## src/rtl/ddr4_init_pkg.sv

```systemverilog
package ddr4_init_pkg;

  localparam int NUM_MRS = 7;
  localparam int STEP_W  = 3;
  localparam int MRV_W   = 17;

  typedef enum logic [1:0] {
    CMD_NOP  = 2'd0,
    CMD_MRS  = 2'd1,
    CMD_ZQCL = 2'd2
  } cmd_e;

  typedef enum logic [3:0] {
    ST_OFF, ST_RST, ST_CKE, ST_XPR, ST_MRS, ST_GAP, ST_ZQ, ST_ZQW, ST_IDLE
  } st_e;

  typedef struct packed {
    logic [1:0] drv;
    logic [2:0] rtt_nom;
    logic [2:0] rtt_wr;
    logic [2:0] rtt_park;
    logic [5:0] vref;
    logic       vref_rng;
    logic [3:0] cl;
    logic [2:0] cwl;
  } mr_fields_t;

  // Load order: the register number issued at each step.
  function automatic logic [2:0] mr_at_step(input logic [STEP_W-1:0] s);
    case (s)
      3'd0:    mr_at_step = 3'd3;
      3'd1:    mr_at_step = 3'd6;
      3'd2:    mr_at_step = 3'd5;
      3'd3:    mr_at_step = 3'd4;
      3'd4:    mr_at_step = 3'd2;
      3'd5:    mr_at_step = 3'd1;
      default: mr_at_step = 3'd0;
    endcase
  endfunction

endpackage

```

## src/rtl/ddr4_init_timer.sv

```systemverilog
module ddr4_init_timer #(
  parameter int CNT_W = 16
) (
  input  logic             clk,
  input  logic             rst_n,
  input  logic             load,
  input  logic [CNT_W-1:0] load_val,
  output logic             zero
);

  logic [CNT_W-1:0] cnt_q, cnt_d;

  always_comb begin
    cnt_d = cnt_q;
    if (load)              cnt_d = load_val;
    else if (cnt_q != '0)  cnt_d = cnt_q - 1'b1;
  end

  always_ff @(posedge clk or negedge rst_n) begin
    if (!rst_n) cnt_q <= '0;
    else        cnt_q <= cnt_d;
  end

  assign zero = (cnt_q == '0);

  // a running count moves down by exactly one per cycle
  a_r2_timer_step: assert property (@(posedge clk) disable iff (!rst_n)
    (!load && cnt_q != '0) |=> (cnt_q == $past(cnt_q) - 1'b1));

endmodule

```

## src/rtl/ddr4_mr_image.sv

```systemverilog
module ddr4_mr_image
  import ddr4_init_pkg::*;
(
  input  mr_fields_t       f,
  input  logic [2:0]       mr_sel,
  output logic [MRV_W-1:0] value
);

  always_comb begin
    value = '0;
    case (mr_sel)
      3'd0: begin
        value[6:4] = f.cl[3:1];
        value[2]   = f.cl[0];
      end
      3'd1: begin
        value[0]    = 1'b1;
        value[2:1]  = f.drv;
        value[10:8] = f.rtt_nom;
      end
      3'd2: begin
        value[5:3]  = f.cwl;
        value[11:9] = f.rtt_wr;
      end
      3'd5: value[8:6] = f.rtt_park;
      3'd6: begin
        value[5:0] = f.vref;
        value[6]   = f.vref_rng;
      end
      default: value = '0;
    endcase
  end

endmodule

```

## src/rtl/ddr4_init_fsm.sv

```systemverilog
module ddr4_init_fsm
  import ddr4_init_pkg::*;
#(
  parameter int CNT_W = 16
) (
  input  logic              clk,
  input  logic              rst_n,
  input  logic              start,
  input  logic [CNT_W-1:0]  t_reset,
  input  logic [CNT_W-1:0]  t_cke,
  input  logic [CNT_W-1:0]  t_xpr,
  input  logic [CNT_W-1:0]  t_mrd,
  input  logic [CNT_W-1:0]  t_zqinit,
  input  logic              tmr_zero,
  output logic              tmr_load,
  output logic [CNT_W-1:0]  tmr_val,
  output st_e               st_q,
  output logic [STEP_W-1:0] step_q
);

  localparam logic [STEP_W-1:0] LAST_STEP = STEP_W'(NUM_MRS - 1);
  localparam logic [CNT_W-1:0]  ONE       = CNT_W'(1);
  localparam logic [CNT_W-1:0]  TWO       = CNT_W'(2);

  st_e               st_d;
  logic [STEP_W-1:0] step_d;
  logic              last;

  // Phase length floor of one cycle; counter loads length minus one.
  function automatic logic [CNT_W-1:0] len_m1(input logic [CNT_W-1:0] v);
    return (v == '0) ? '0 : v - ONE;
  endfunction

  assign last = (step_q == LAST_STEP);

  always_comb begin
    st_d     = st_q;
    step_d   = step_q;
    tmr_load = 1'b0;
    tmr_val  = '0;
    case (st_q)
      ST_OFF, ST_IDLE: if (start) begin
        st_d     = ST_RST;
        step_d   = '0;
        tmr_load = 1'b1;
        tmr_val  = len_m1(t_reset);
      end
      ST_RST: if (tmr_zero) begin
        st_d     = ST_CKE;
        tmr_load = 1'b1;
        tmr_val  = len_m1(t_cke);
      end
      ST_CKE: if (tmr_zero) begin
        st_d     = ST_XPR;
        tmr_load = 1'b1;
        tmr_val  = len_m1(t_xpr);
      end
      ST_XPR: if (tmr_zero) begin
        st_d   = ST_MRS;
        step_d = '0;
      end
      ST_MRS: begin
        if (t_mrd > ONE) begin
          st_d     = ST_GAP;
          tmr_load = 1'b1;
          tmr_val  = t_mrd - TWO;
        end else if (last) begin
          st_d = ST_ZQ;
        end else begin
          step_d = step_q + 1'b1;
        end
      end
      ST_GAP: if (tmr_zero) begin
        if (last) st_d = ST_ZQ;
        else begin
          st_d   = ST_MRS;
          step_d = step_q + 1'b1;
        end
      end
      ST_ZQ: begin
        if (t_zqinit > ONE) begin
          st_d     = ST_ZQW;
          tmr_load = 1'b1;
          tmr_val  = t_zqinit - TWO;
        end else begin
          st_d = ST_IDLE;
        end
      end
      ST_ZQW: if (tmr_zero) st_d = ST_IDLE;
      default: st_d = ST_OFF;
    endcase
  end

  always_ff @(posedge clk or negedge rst_n) begin
    if (!rst_n) begin
      st_q   <= ST_OFF;
      step_q <= '0;
    end else begin
      st_q   <= st_d;
      step_q <= step_d;
    end
  end

  // no busy state ever falls back into reset hold
  a_r9_busy_no_restart: assert property (@(posedge clk) disable iff (!rst_n)
    (st_q inside {ST_CKE, ST_XPR, ST_MRS, ST_GAP, ST_ZQ, ST_ZQW}) |=> (st_q != ST_RST));

  // two back-to-back loads step through the order by one
  a_r5_step_advance: assert property (@(posedge clk) disable iff (!rst_n)
    (st_q == ST_MRS && $past(st_q) == ST_MRS) |-> (step_q == $past(step_q) + 1'b1));

  // the done state is left only on a start
  a_r8_idle_holds: assert property (@(posedge clk) disable iff (!rst_n)
    (st_q == ST_IDLE && !start) |=> (st_q == ST_IDLE));

endmodule

```

## src/rtl/ddr4_init_seq.sv

```systemverilog
module ddr4_init_seq
  import ddr4_init_pkg::*;
#(
  parameter int CNT_W = 16
) (
  input  logic             clk,
  input  logic             rst_n,
  input  logic             start,
  input  logic [CNT_W-1:0] t_reset,
  input  logic [CNT_W-1:0] t_cke,
  input  logic [CNT_W-1:0] t_xpr,
  input  logic [CNT_W-1:0] t_mrd,
  input  logic [CNT_W-1:0] t_zqinit,
  input  logic [1:0]       drv_str,
  input  logic [2:0]       rtt_nom,
  input  logic [2:0]       rtt_wr,
  input  logic [2:0]       rtt_park,
  input  logic [5:0]       vref_val,
  input  logic             vref_rng,
  input  logic [3:0]       cas_lat,
  input  logic [2:0]       cas_wr_lat,
  output logic             dram_reset_n,
  output logic             dram_cke,
  output logic             cmd_valid,
  output logic [1:0]       cmd_type,
  output logic [2:0]       cmd_mr,
  output logic [16:0]      cmd_value,
  output logic             init_done
);

  st_e               st_q;
  logic [STEP_W-1:0] step_q;
  logic              tmr_load, tmr_zero;
  logic [CNT_W-1:0]  tmr_val;
  mr_fields_t        fields;
  logic [2:0]        mr_sel;
  logic [MRV_W-1:0]  image;

  assign fields = '{drv: drv_str, rtt_nom: rtt_nom, rtt_wr: rtt_wr, rtt_park: rtt_park,
                    vref: vref_val, vref_rng: vref_rng, cl: cas_lat, cwl: cas_wr_lat};

  ddr4_init_fsm #(.CNT_W(CNT_W)) fsm_i (
    .clk(clk), .rst_n(rst_n), .start(start),
    .t_reset(t_reset), .t_cke(t_cke), .t_xpr(t_xpr), .t_mrd(t_mrd), .t_zqinit(t_zqinit),
    .tmr_zero(tmr_zero), .tmr_load(tmr_load), .tmr_val(tmr_val),
    .st_q(st_q), .step_q(step_q)
  );

  ddr4_init_timer #(.CNT_W(CNT_W)) tmr_i (
    .clk(clk), .rst_n(rst_n), .load(tmr_load), .load_val(tmr_val), .zero(tmr_zero)
  );

  assign mr_sel = mr_at_step(step_q);

  ddr4_mr_image img_i (.f(fields), .mr_sel(mr_sel), .value(image));

  always_comb begin
    dram_reset_n = !(st_q inside {ST_OFF, ST_RST});
    dram_cke     = st_q inside {ST_XPR, ST_MRS, ST_GAP, ST_ZQ, ST_ZQW, ST_IDLE};
    init_done    = (st_q == ST_IDLE);
    cmd_valid    = 1'b0;
    cmd_type     = CMD_NOP;
    cmd_mr       = '0;
    cmd_value    = '0;
    if (st_q == ST_MRS) begin
      cmd_valid = 1'b1;
      cmd_type  = CMD_MRS;
      cmd_mr    = mr_sel;
      cmd_value = image;
    end else if (st_q == ST_ZQ) begin
      cmd_valid = 1'b1;
      cmd_type  = CMD_ZQCL;
    end
  end

  // clock enable only with reset released
  a_r3_cke_needs_reset: assert property (@(posedge clk) disable iff (!rst_n)
    dram_cke |-> dram_reset_n);

  // commands only reach a device that is clocked and out of reset
  a_r6_cmd_when_enabled: assert property (@(posedge clk) disable iff (!rst_n)
    cmd_valid |-> (dram_cke && dram_reset_n));

  // nothing is issued once done
  a_r8_done_quiet: assert property (@(posedge clk) disable iff (!rst_n)
    init_done |-> !cmd_valid);

  // a start in done state drops reset and clock enable at once
  a_r10_restart: assert property (@(posedge clk) disable iff (!rst_n)
    (init_done && start) |=> (!dram_reset_n && !dram_cke && !init_done));

endmodule

```

## config.mk

```make
export PLATFORM = sky130hd
export DESIGN_NAME = ddr4_init_seq
export DESIGN_NICKNAME = d
export VERILOG_FILES = /design/src/rtl/ddr4_init_pkg.sv /design/src/rtl/ddr4_init_timer.sv /design/src/rtl/ddr4_mr_image.sv /design/src/rtl/ddr4_init_fsm.sv /design/src/rtl/ddr4_init_seq.sv
export SDC_FILE = /design/constraint.sdc
export NUM_CORES = 1
export LEC_CHECK = 0
export ABC_AREA = 1
export BUFFER_PORTS_ARGS = -buffer_cell sky130_fd_sc_hd__buf_4
export CAP_MARGIN = 30
export CORE_ASPECT_RATIO = 1.1
export CORE_MARGIN = 5
export CORE_UTILIZATION = 45
export DETAILED_ROUTE_END_ITERATION = 10
export GPL_TIMING_DRIVEN = 0
export PLACE_DENSITY_LB_ADDON = 0.25
export SLEW_MARGIN = 30
export SYNTH_ARGS = -nofsm -noshare
export SYNTH_HDL_FRONTEND = slang
export SYNTH_SLANG_ARGS = --single-unit
export TNS_END_PERCENT = 5
```

## constraint.sdc

```tcl
create_clock -name clk -period 3.8 [get_ports clk]
set_clock_uncertainty 0.05 [all_clocks]
set_input_delay 0.76 -clock clk [delete_from_list [all_inputs] [get_ports clk]]
set_output_delay 0.76 -clock clk [all_outputs]
set_load 0.02 [all_outputs]
```

==> flow_metrics.env, run 1 <==
export IMPL_fin_tns_setup_ns=0
export IMPL_fin_cells=1047
export IMPL_fin_nets=1051
export IMPL_setup_viol=0
export IMPL_synth_edf_count=0
export IMPL_std_cell_rows=37
export IMPL_synth_cells=794
export IMPL_ys_seq_elements=23
export IMPL_synthArstFlopShare_pct=100
export IMPL_path_max_fanout=6
export IMPL_insertedDiodeCount=0
export IMPL_p_leak_nw=2.93
export IMPL_numCtsBuffers=3
export IMPL_wire_per_inst_um=13.2
export IMPL_grt_pass1_wl_um=22900
export IMPL_ys_flop_type="dfrtp_1"
export IMPL_track_usage_pct=22.7
export IMPL_drtPass1Iterations=5
export IMPL_num_io_pins=134
export IMPL_die_h_um=113
export IMPL_layout_min_cycle_time_ns=3.16
export IMPL_max_freq_mhz=316
export IMPL_syn_area_per_cell_um2=5.48
export IMPL_nFillCells=972
export IMPL_via_per_inst=5.04
export IMPL_rsz0062_at_grt="no"
export IMPL_cts_sinks=23
export IMPL_dp_cells=1043
export IMPL_drv_slew=0
export IMPL_cap_violations=0
export IMPL_overflow=0
export IMPL_status="finished, final reports clean"
export IMPL_place_congestion=0.923
export IMPL_wirelength_um=13800
export IMPL_place_hpwl_um=11900
export IMPL_worst_pin_slew_ns=0.784
export IMPL_final_antenna_net_count=0
export IMPL_synth_seq_area_share_pct=13.2
export IMPL_crit_start="fsm_i.step_q[0]"
export IMPL_worstPathRequired_ns=2.99
export IMPL_post_cts_setup_buffers=0
export IMPL_worstPathArrival_ns=2.35
export IMPL_core_area_um2=9400
export IMPL_synth_distinct_cells=40
export IMPL_start_util_pct=46.3
export IMPL_postCtsHoldBufs=0
export IMPL_yosys_warnings=0
export IMPL_start_kind="flop"
export IMPL_worstSetupPathType="reg -> out"
export IMPL_initialDrtViolationCount=392
export IMPL_route_detailed_drc=0
export IMPL_power_density_nw_per_um2=419
export IMPL_area_growth_pct=26.8
export IMPL_antenna_found_initial=0
export IMPL_max_clock_path_buffers=2
export IMPL_r2r_start="tmr_i.cnt_q[0]"
export IMPL_clkLatencyLatePin_ns=0.27
export IMPL_cts_root_buf="clkbuf_8"
export IMPL_peakVddDrop_mv=0.175
export IMPL_cts_tree="built"
export IMPL_dieArea_um2=11700
export IMPL_hold_path_class="in -> async"
export IMPL_grt_max_degree=24
export IMPL_reg2regPathDepth=7
export IMPL_synth_area_um2=4350
export IMPL_timing_final_crit_share_pct=83.3
export IMPL_crit_path_end_kind="primary output"
export IMPL_clk_pin_slew_ns=0.09
export IMPL_h_tree_depth=1
export IMPL_slew_headroom_pct=47.2
export IMPL_cts_resized=0
export IMPL_io_buffers=128
export IMPL_grt_pass1_vias=4980
export IMPL_drive_gt1_share_pct=19.4
export IMPL_via_count=5280
export IMPL_final_hold_violation_count=0
export IMPL_die_w_um=104
## metal layers
metal | vias up | wire length [µm] | global-route usage [%]
li1 | 2762 | - | -
met1 | 2302 | 6250 | 30.1
met2 | 198 | 6340 | 38.5
met3 | 18 | 933 | 3.25
met4 | 0 | 308 | 6.65
met5 | - | 0 | 0
## sequential cells by signal (all words and copies together) (netlist names)
name / cells
fsm_i.step_q: 3
tmr_i.cnt_q: 16
fsm_i.st_q: 4
## layout by cell type, fill, tap and decap left out, types with 6 or more instances in the layout
| cell | count |
|---|---|
| o21ai_0 | 12 |
| nand2_1 | 242 |
| o22ai_1 | 7 |
| o21ai_1 | 7 |
| nor2_1 | 136 |
| xnor2_1 | 12 |
| nor3_1 | 11 |
| inv_1 | 114 |
| nand2_2 | 6 |
| a21oi_1 | 23 |
| xor2_1 | 40 |
| nand3b_1 | 6 |
| dfrtp_1 | 23 |
| buf_4 | 134 |
| nor2_2 | 9 |
| nand3_1 | 62 |
| nand4_1 | 23 |
| ha_1 | 12 |
## final timing paths
check | end | slack (ns)
worst max-delay path | cmd_value[10] | 0.64
worst min-delay path | tmr_i.cnt_q[7] | 0.33
worst max register to register | tmr_i.cnt_q[15] | 1.56
worst min register to register | fsm_i.step_q[0] | 0.49
max in group asynchronous | tmr_i.cnt_q[4] | 3.14
min in group clk | fsm_i.step_q[0] | 0.49
## metrics by stage
stage	util [%]	hold WS [ns]	setup slack, ns	cell area, µm²	power [mW]
5_1_grt	58.7	0.345	0.376	5520	2.54
4_1_cts	58.7	0.336	0.595	5520	2.30
3_3_place_gp	58.3	0.464	0.928	5480	2.12
3_5_place_dp	58.3	0.481	0.894	5480	2.13
6_report	58.7	0.326	0.636	5520	2.31
2_1_floorplan	-	0.414	1.12	4370	1.64
## power by group
part / internal, mW / switching, mW
clock: 0.0751 / 0.0867
sequential: 0.362 / 0.115
combinational: 0.617 / 1.06
## synth_stat cells, drive strengths merged, types with 3 or more instances
cell type / number / area [µm²]
a21oi: 25 / 133
a31oi: 3 / 18.8
buf: 8 / 67.6
dfrtp: 23 / 576
ha: 12 / 150
inv: 118 / 443
nand2: 251 / 980
nand3: 65 / 348
nand3b: 6 / 45.0
nand4: 23 / 144
nor2: 150 / 641
nor3: 13 / 75.1
o211ai: 5 / 42.5
o21ai: 19 / 95.1
o22ai: 7 / 43.8
or2: 5 / 31.3
xnor2: 12 / 105
xor2: 40 / 350
## cell families (layout without fill, tap and decap cells)
group	count (synthesis)	count (layout)	share of synthesized area, %
AOI/OAI and AO/OA	61	61	8.19
xor gates and xnor gates	52	52	10.5
adders and majority gates	12	12	3.45
buffers and inverters	127	259	11.8
DFF	23	23	13.2
other	1	5	0.0861
and+or+nand+nor	518	518	52.8
## cell type report
type | instances | area (µm²) | share of cell area, %
buffer | 9 | 71.3 | 1.29
clock buffer | 4 | 45.0 | 0.816
inverter | 118 | 443 | 8.02
multi-input combinational | 648 | 3280 | 59.4
sequential | 23 | 576 | 10.4
tap | 117 | 146 | 2.65
timing repair buffer | 128 | 961 | 17.4
## critical path: stages, from the launching register on
cell and delay [ns]:
dfrtp_1 0.43, ha_1 0.22, ha_1 0.18, a21oi_2 0.14, o21ai_0 0.24, nor3_2 0.42
nand2_1 0.09, a21oi_1 0.18, buf_4 0.17
Power figures use the tool's default switching activity.
==> run 2, diff against run 1 <==
clock period = 3.02 ns   (was 3.8 ns; I/O delays follow)
==> run 2 against run 1 <==
Wire length grew 0.81%. Setup slack got worse by 0.46 ns. Global-route usage barely moved. Core utilization up 0.40 points. Total power rose by 28%. Critical path depth is 1 higher. Combinational power grew 29%. Sequential share of layout area shrank 0.070 points. Largest cell class unchanged. Largest power group unchanged.
==> flow_metrics.env, run 2 (synthesized netlist as in run 1, its figures left out) <==
export IMPL_grt_pass1_vias=4980
export IMPL_clkPwrFrac_pct=6.9
export IMPL_layout_min_cycle_time_ns=2.84
export IMPL_power_frac_comb_pct=72.8
export IMPL_worstPathRequired_ns=2.37
export IMPL_core_area_um2=9400
export IMPL_cts_tree="built"
export IMPL_dieArea_um2=11700
export IMPL_clk_pin_slew_ns=0.09
export IMPL_area_growth_pct=27.7
export IMPL_crit_path_end_kind="primary output"
export IMPL_drive_gt1_share_pct=19.9
export IMPL_dp_slack_ns=0.270
export IMPL_slew_headroom_pct=45.7
export IMPL_final_common_cell="nand2_1"
export IMPL_setup_ws_ns=0.179
export IMPL_final_cell_mix="nand2_1 (242), buf_4 (138), nor2_1 (136), inv_1 (114), nand3_1 (62)"
export IMPL_grt_pass1_wl_um=22900
export IMPL_route_detailed_drc=0
export IMPL_pwr_share_seq_pct=20.3
export IMPL_worstPathArrival_ns=2.19
export IMPL_worstSetupPathType="reg -> out"
export IMPL_place_congestion=0.923
export IMPL_postCtsHoldBufs=0
export IMPL_worst_pin_slew_ns=0.806
export IMPL_hold_path_class="in -> async"
export IMPL_cts_sinks=23
export IMPL_largest_reg_flops=16
export IMPL_max_clock_path_buffers=2
export IMPL_die_h_um=113
export IMPL_wl_met3_um=874
export IMPL_wire_per_inst_um=13.3
export IMPL_start_kind="flop"
export IMPL_drv_slew=0
export IMPL_start_util_pct=46.3
export IMPL_std_cell_rows=37
export IMPL_path_max_fanout=5
export IMPL_status="finished, final reports clean"
export IMPL_drtPass1Iterations=5
export IMPL_io_buffers=128
export IMPL_highest_layer="met4"
export IMPL_final_antenna_net_count=0
export IMPL_post_route_util_pct=59.1
export IMPL_num_io_pins=134
export IMPL_grt_max_degree=24
export IMPL_timing_final_crit_share_pct=94.1
export IMPL_p_sw_mw=1.60
export IMPL_switching_share_pct=53.9
export IMPL_via_count=5281
export IMPL_fin_tns_setup_ns=0
export IMPL_cap_violations=0
export IMPL_insertedDiodeCount=0
export IMPL_dr_wl_met2_um=6400
export IMPL_via_per_inst=5.02
export IMPL_top_regs="tmr_i.cnt_q (16), fsm_i.st_q (4), fsm_i.step_q (3)"
export IMPL_track_usage_pct=22.7
export IMPL_overflow=0
export IMPL_initialDrtViolationCount=302
export IMPL_max_freq_mhz=352
export IMPL_fin_nets=1055
export IMPL_largest_register="tmr_i.cnt_q"
export IMPL_p_leak_nw=2.95
export IMPL_hold_worst_slack_ns=0.166
export IMPL_m1WireLength_um=6330
export IMPL_setup_viol=0
export IMPL_place_hpwl_um=11900
export IMPL_cts_root_buf="clkbuf_8"
export IMPL_power_internal_mw=1.37
export IMPL_die_w_um=104
export IMPL_h_tree_depth=1
export IMPL_rrSetupSlack_ns=0.77
export IMPL_antenna_found_initial=0
export IMPL_clkLatencyLatePin_ns=0.27
export IMPL_numCtsBuffers=3
export IMPL_wirelength_um=13900
export IMPL_power_density_nw_per_um2=534
export IMPL_final_hold_violation_count=0
export IMPL_rsz0062_at_grt="no"
export IMPL_peakVddDrop_mv=0.251
[run 2: changes by cell type in the layout (fill, tap and decap cells not counted), sizes merged]
cell / delta
buf: +4
[run 2: what timing repair did]
| action | 4_1_cts | 5_1_grt |
|---|---|---|
| cloned | 0 | 0 |
| setup endpoints to repair | 4 | 9 |
| buffers inserted | 1 | 3 |
| gates resized for setup | 0 | 3 |
| endpoints found under the hold margin | 0 | 0 |
| pin swaps | 1 | 2 |
[run 2: critical path, cell delays in order (launching register included)]
cell	delay (ns)
dfrtp_1	0.43
ha_1	0.22
ha_1	0.18
a21oi_2	0.17
o21ai_2	0.12
nor3_2	0.20
buf_4	0.17
nand2_1	0.05
a31oi_1	0.19
buf_4	0.17
[run 2: final timing paths]
kind                                      start               to  depth (start not counted)
worst min register to register  fsm_i.step_q[0]  fsm_i.step_q[0]                          1
worst max-delay path            fsm_i.step_q[0]     cmd_value[6]                          9
min in group clk                fsm_i.step_q[0]  fsm_i.step_q[0]                          1
max in group asynchronous                 rst_n  tmr_i.cnt_q[12]                          1
worst min-delay path                      rst_n  tmr_i.cnt_q[15]                          1
worst max register to register   tmr_i.cnt_q[0]  tmr_i.cnt_q[15]                          7
[run 2: layout make-up]
class / instances / area, µm²
multi-input cells: 648 / 3290
clock buffers: 4 / 45.0
inverters: 118 / 443
plain buffers: 9 / 71.3
repair buffers: 132 / 991
flip-flops and latches: 23 / 576
well taps: 117 / 146
fillers: 968 / 3840
[run 2: through the flow]
stage                     instances  power (mW)  instance area (µm²)
after floorplan                 798        2.06                 4370
after global placement         1043        2.67                 5480
after detailed placement       1043        2.68                 5480
after CTS                      1048        2.91                 5530
after global routing           1051        3.26                 5560
final                          1051        2.97                 5560
[run 2: per-layer routing]
metal,up-vias,GRT usage (%)
met1,2306,30.1
met2,181,38.5
li1,2773,-
met5,-,0
met4,0,6.65
met3,21,3.25
[run 2: power by group through the flow]
stage / Clock, mW / Sequential [mW] / Combinational, mW
final: 0.204 / 0.602 / 2.16
after global routing: 0.212 / 0.616 / 2.43
after CTS: 0.201 / 0.597 / 2.11
after detailed placement: 0 / 0.603 / 2.08
after global placement: 0 / 0.599 / 2.07
after floorplan: 0 / 0.565 / 1.49
==> run 3, diff against run 2 <==
CORE_ASPECT_RATIO = 1.2   (was 1.1)
CORE_UTILIZATION = 54   (was 45)
==> run 3 against run 2 <==
Core utilization increased by 11 points. Clock power about the same. Combinational power about the same. Largest cell class unchanged. Via count increased by 4.5%. Highest routed layer unchanged. Cell count decreased by 2.7%.
==> flow_metrics.env, run 3 (synthesized netlist as in run 1, its figures left out) <==
export IMPL_status="finished, final reports clean"
export IMPL_fin_nets=1052
export IMPL_via_count=5519
export IMPL_worstSetupPathType="reg -> out"
export IMPL_fin_tns_setup_ns=0
export IMPL_slew_headroom_pct=59.3
export IMPL_r2r_start="tmr_i.cnt_q[0]"
export IMPL_start_kind="flop"
export IMPL_grt_pass1_wl_um=23100
export IMPL_hold_path_class="in -> async"
export IMPL_worstPathRequired_ns=2.37
export IMPL_die_w_um=92.0
export IMPL_pwr_share_seq_pct=20.3
export IMPL_power_density_nw_per_um2=537
export IMPL_r2r_end="fsm_i.st_q[3]"
export IMPL_clk_pin_slew_ns=0.09
export IMPL_place_hpwl_um=12300
export IMPL_cp_slowest_cell="dfrtp_1"
export IMPL_power_internal_mw=1.34
export IMPL_clkPwrFrac_pct=6.8
export IMPL_worst_pin_slew_ns=0.606
export IMPL_crit_start="fsm_i.step_q[0]"
export IMPL_postCtsHoldBufs=0
export IMPL_post_route_util_pct=70.6
export IMPL_power_frac_comb_pct=72.9
export IMPL_max_freq_mhz=350
export IMPL_overflow=0
export IMPL_cts_sinks=23
export IMPL_layout_min_cycle_time_ns=2.85
export IMPL_final_cell_mix="nand2_1 (242), nor2_1 (136), buf_4 (135), inv_1 (114), nand3_1 (62)"
export IMPL_path_max_fanout=6
export IMPL_crit_path_end_kind="primary output"
export IMPL_grt_pass1_vias=5215
export IMPL_final_antenna_net_count=0
export IMPL_rrSetupSlack_ns=0.91
export IMPL_die_h_um=108
export IMPL_setup_viol=0
export IMPL_area_growth_pct=26.4
export IMPL_io_buffers=128
export IMPL_cts_root_buf="clkbuf_8"
export IMPL_final_hold_violation_count=0
export IMPL_p_sw_mw=1.61
export IMPL_largest_register="tmr_i.cnt_q"
export IMPL_p_leak_nw=2.94
export IMPL_rsz0062_at_grt="no"
export IMPL_reg2regPathDepth=11
export IMPL_numCtsBuffers=3
export IMPL_track_usage_pct=28.1
export IMPL_cts_tree="built"
export IMPL_slowest_delay_ns=0.44
export IMPL_wire_per_inst_um=14.0
export IMPL_std_cell_rows=35
export IMPL_start_util_pct=55.8
export IMPL_drv_slew=0
export IMPL_place_congestion=0.958
export IMPL_final_common_cell="nand2_1"
export IMPL_route_detailed_drc=0
export IMPL_max_clock_path_buffers=2
export IMPL_dieArea_um2=9960
export IMPL_peakVddDrop_mv=0.325
export IMPL_initialDrtViolationCount=372
export IMPL_worstPathArrival_ns=2.20
export IMPL_cp_endpoint="cmd_value[5]"
export IMPL_largest_reg_flops=16
export IMPL_switching_share_pct=54.7
export IMPL_via_per_inst=5.39
export IMPL_drtPass1Iterations=8
export IMPL_core_area_um2=7790
export IMPL_num_io_pins=134
export IMPL_h_tree_depth=1
export IMPL_antenna_found_initial=0
export IMPL_insertedDiodeCount=0
export IMPL_top_regs="tmr_i.cnt_q (16), fsm_i.st_q (4), fsm_i.step_q (3)"
export IMPL_clkLatencyLatePin_ns=0.27
export IMPL_cap_violations=0
export IMPL_cp_cell_sequence="ha_1 -> ha_1 -> a21oi_2 -> o21ai_1 -> nor3_2 -> buf_4 -> nand2_1 -> nand3_1 -> nand2_1 -> inv_1 -> buf_4"
export IMPL_drive_gt1_share_pct=19.7
export IMPL_grt_max_degree=24
export IMPL_wirelength_um=14400
export IMPL_timing_final_crit_share_pct=94.5
## run 3: cell type report
class	count	area [µm²]
Inverter	118	443
Sequential cell	23	576
Tap cell	92	115
Fill cell	715	2290
Clock buffer	3	41.3
Clock inverter	1	5.00
Timing Repair Buffer	129	968
Buffer	9	71.3
Multi-Input combinational cell	648	3280
## run 3: power groups by stage
stage | sequential [mW] | combinational, mW | clock [mW]
after floorplan | 0.565 | 1.49 | 0
after global placement | 0.596 | 2.05 | 0
after detailed placement | 0.600 | 2.10 | 0
after CTS | 0.595 | 2.12 | 0.201
after global routing | 0.617 | 2.39 | 0.211
final | 0.599 | 2.15 | 0.202
## run 3: repair_timing
| action | CTS | global route |
|---|---|---|
| gates resized for setup | 0 | 2 |
| setup buffers | 1 | 0 |
| pin swaps | 1 | 0 |
| gates cloned | 0 | 0 |
| endpoints found under the setup margin | 2 | 6 |
## run 3: metal layers
metal  GRT usage, %  share of wire, %  wire length [µm]
met5              0                 0                 0
met4           11.6               4.3               619
met3           3.97               7.0              1000
met2           54.3                51              7320
met1           30.5                38              5430
## run 3: how the worst min path moves through the flow
| stage | start | endpoint | slack, ns | depth (start not counted) |
|---|---|---|---|---|
| floorplan | rst_n | fsm_i.st_q[0] | 0.26 | 0 |
| global placement | fsm_i.st_q[3] | fsm_i.st_q[3] | 0.45 | 2 |
| detailed placement | rst_n | fsm_i.st_q[1] | 0.47 | 1 |
| CTS | rst_n | fsm_i.step_q[1] | 0.18 | 1 |
| global route | rst_n | fsm_i.st_q[3] | 0.19 | 1 |
| finish | rst_n | fsm_i.st_q[3] | 0.17 | 1 |
## run 3: critical path, delay by kind of cell, from the launching register on
kind | cells | cell delay (ns)
adders and majority gates | 2 | 0.41
and+or+nand+nor | 4 | 0.40
AOI/OAI and AO/OA | 2 | 0.31
DFF | 1 | 0.44
buffers and inverters | 3 | 0.38
## run 3: stage by stage
step	instance area, µm²	setup WS [ns]	total power, mW	hold WS [ns]	std cells
after floorplan	4370	0.497	2.06	0.258	798
after global placement	5440	0.382	2.65	0.452	1018
after detailed placement	5440	0.288	2.70	0.470	1018
after CTS	5500	0.108	2.92	0.179	1023
after global routing	5500	0.0252	3.22	0.194	1023
final	5500	0.167	2.95	0.168	1023
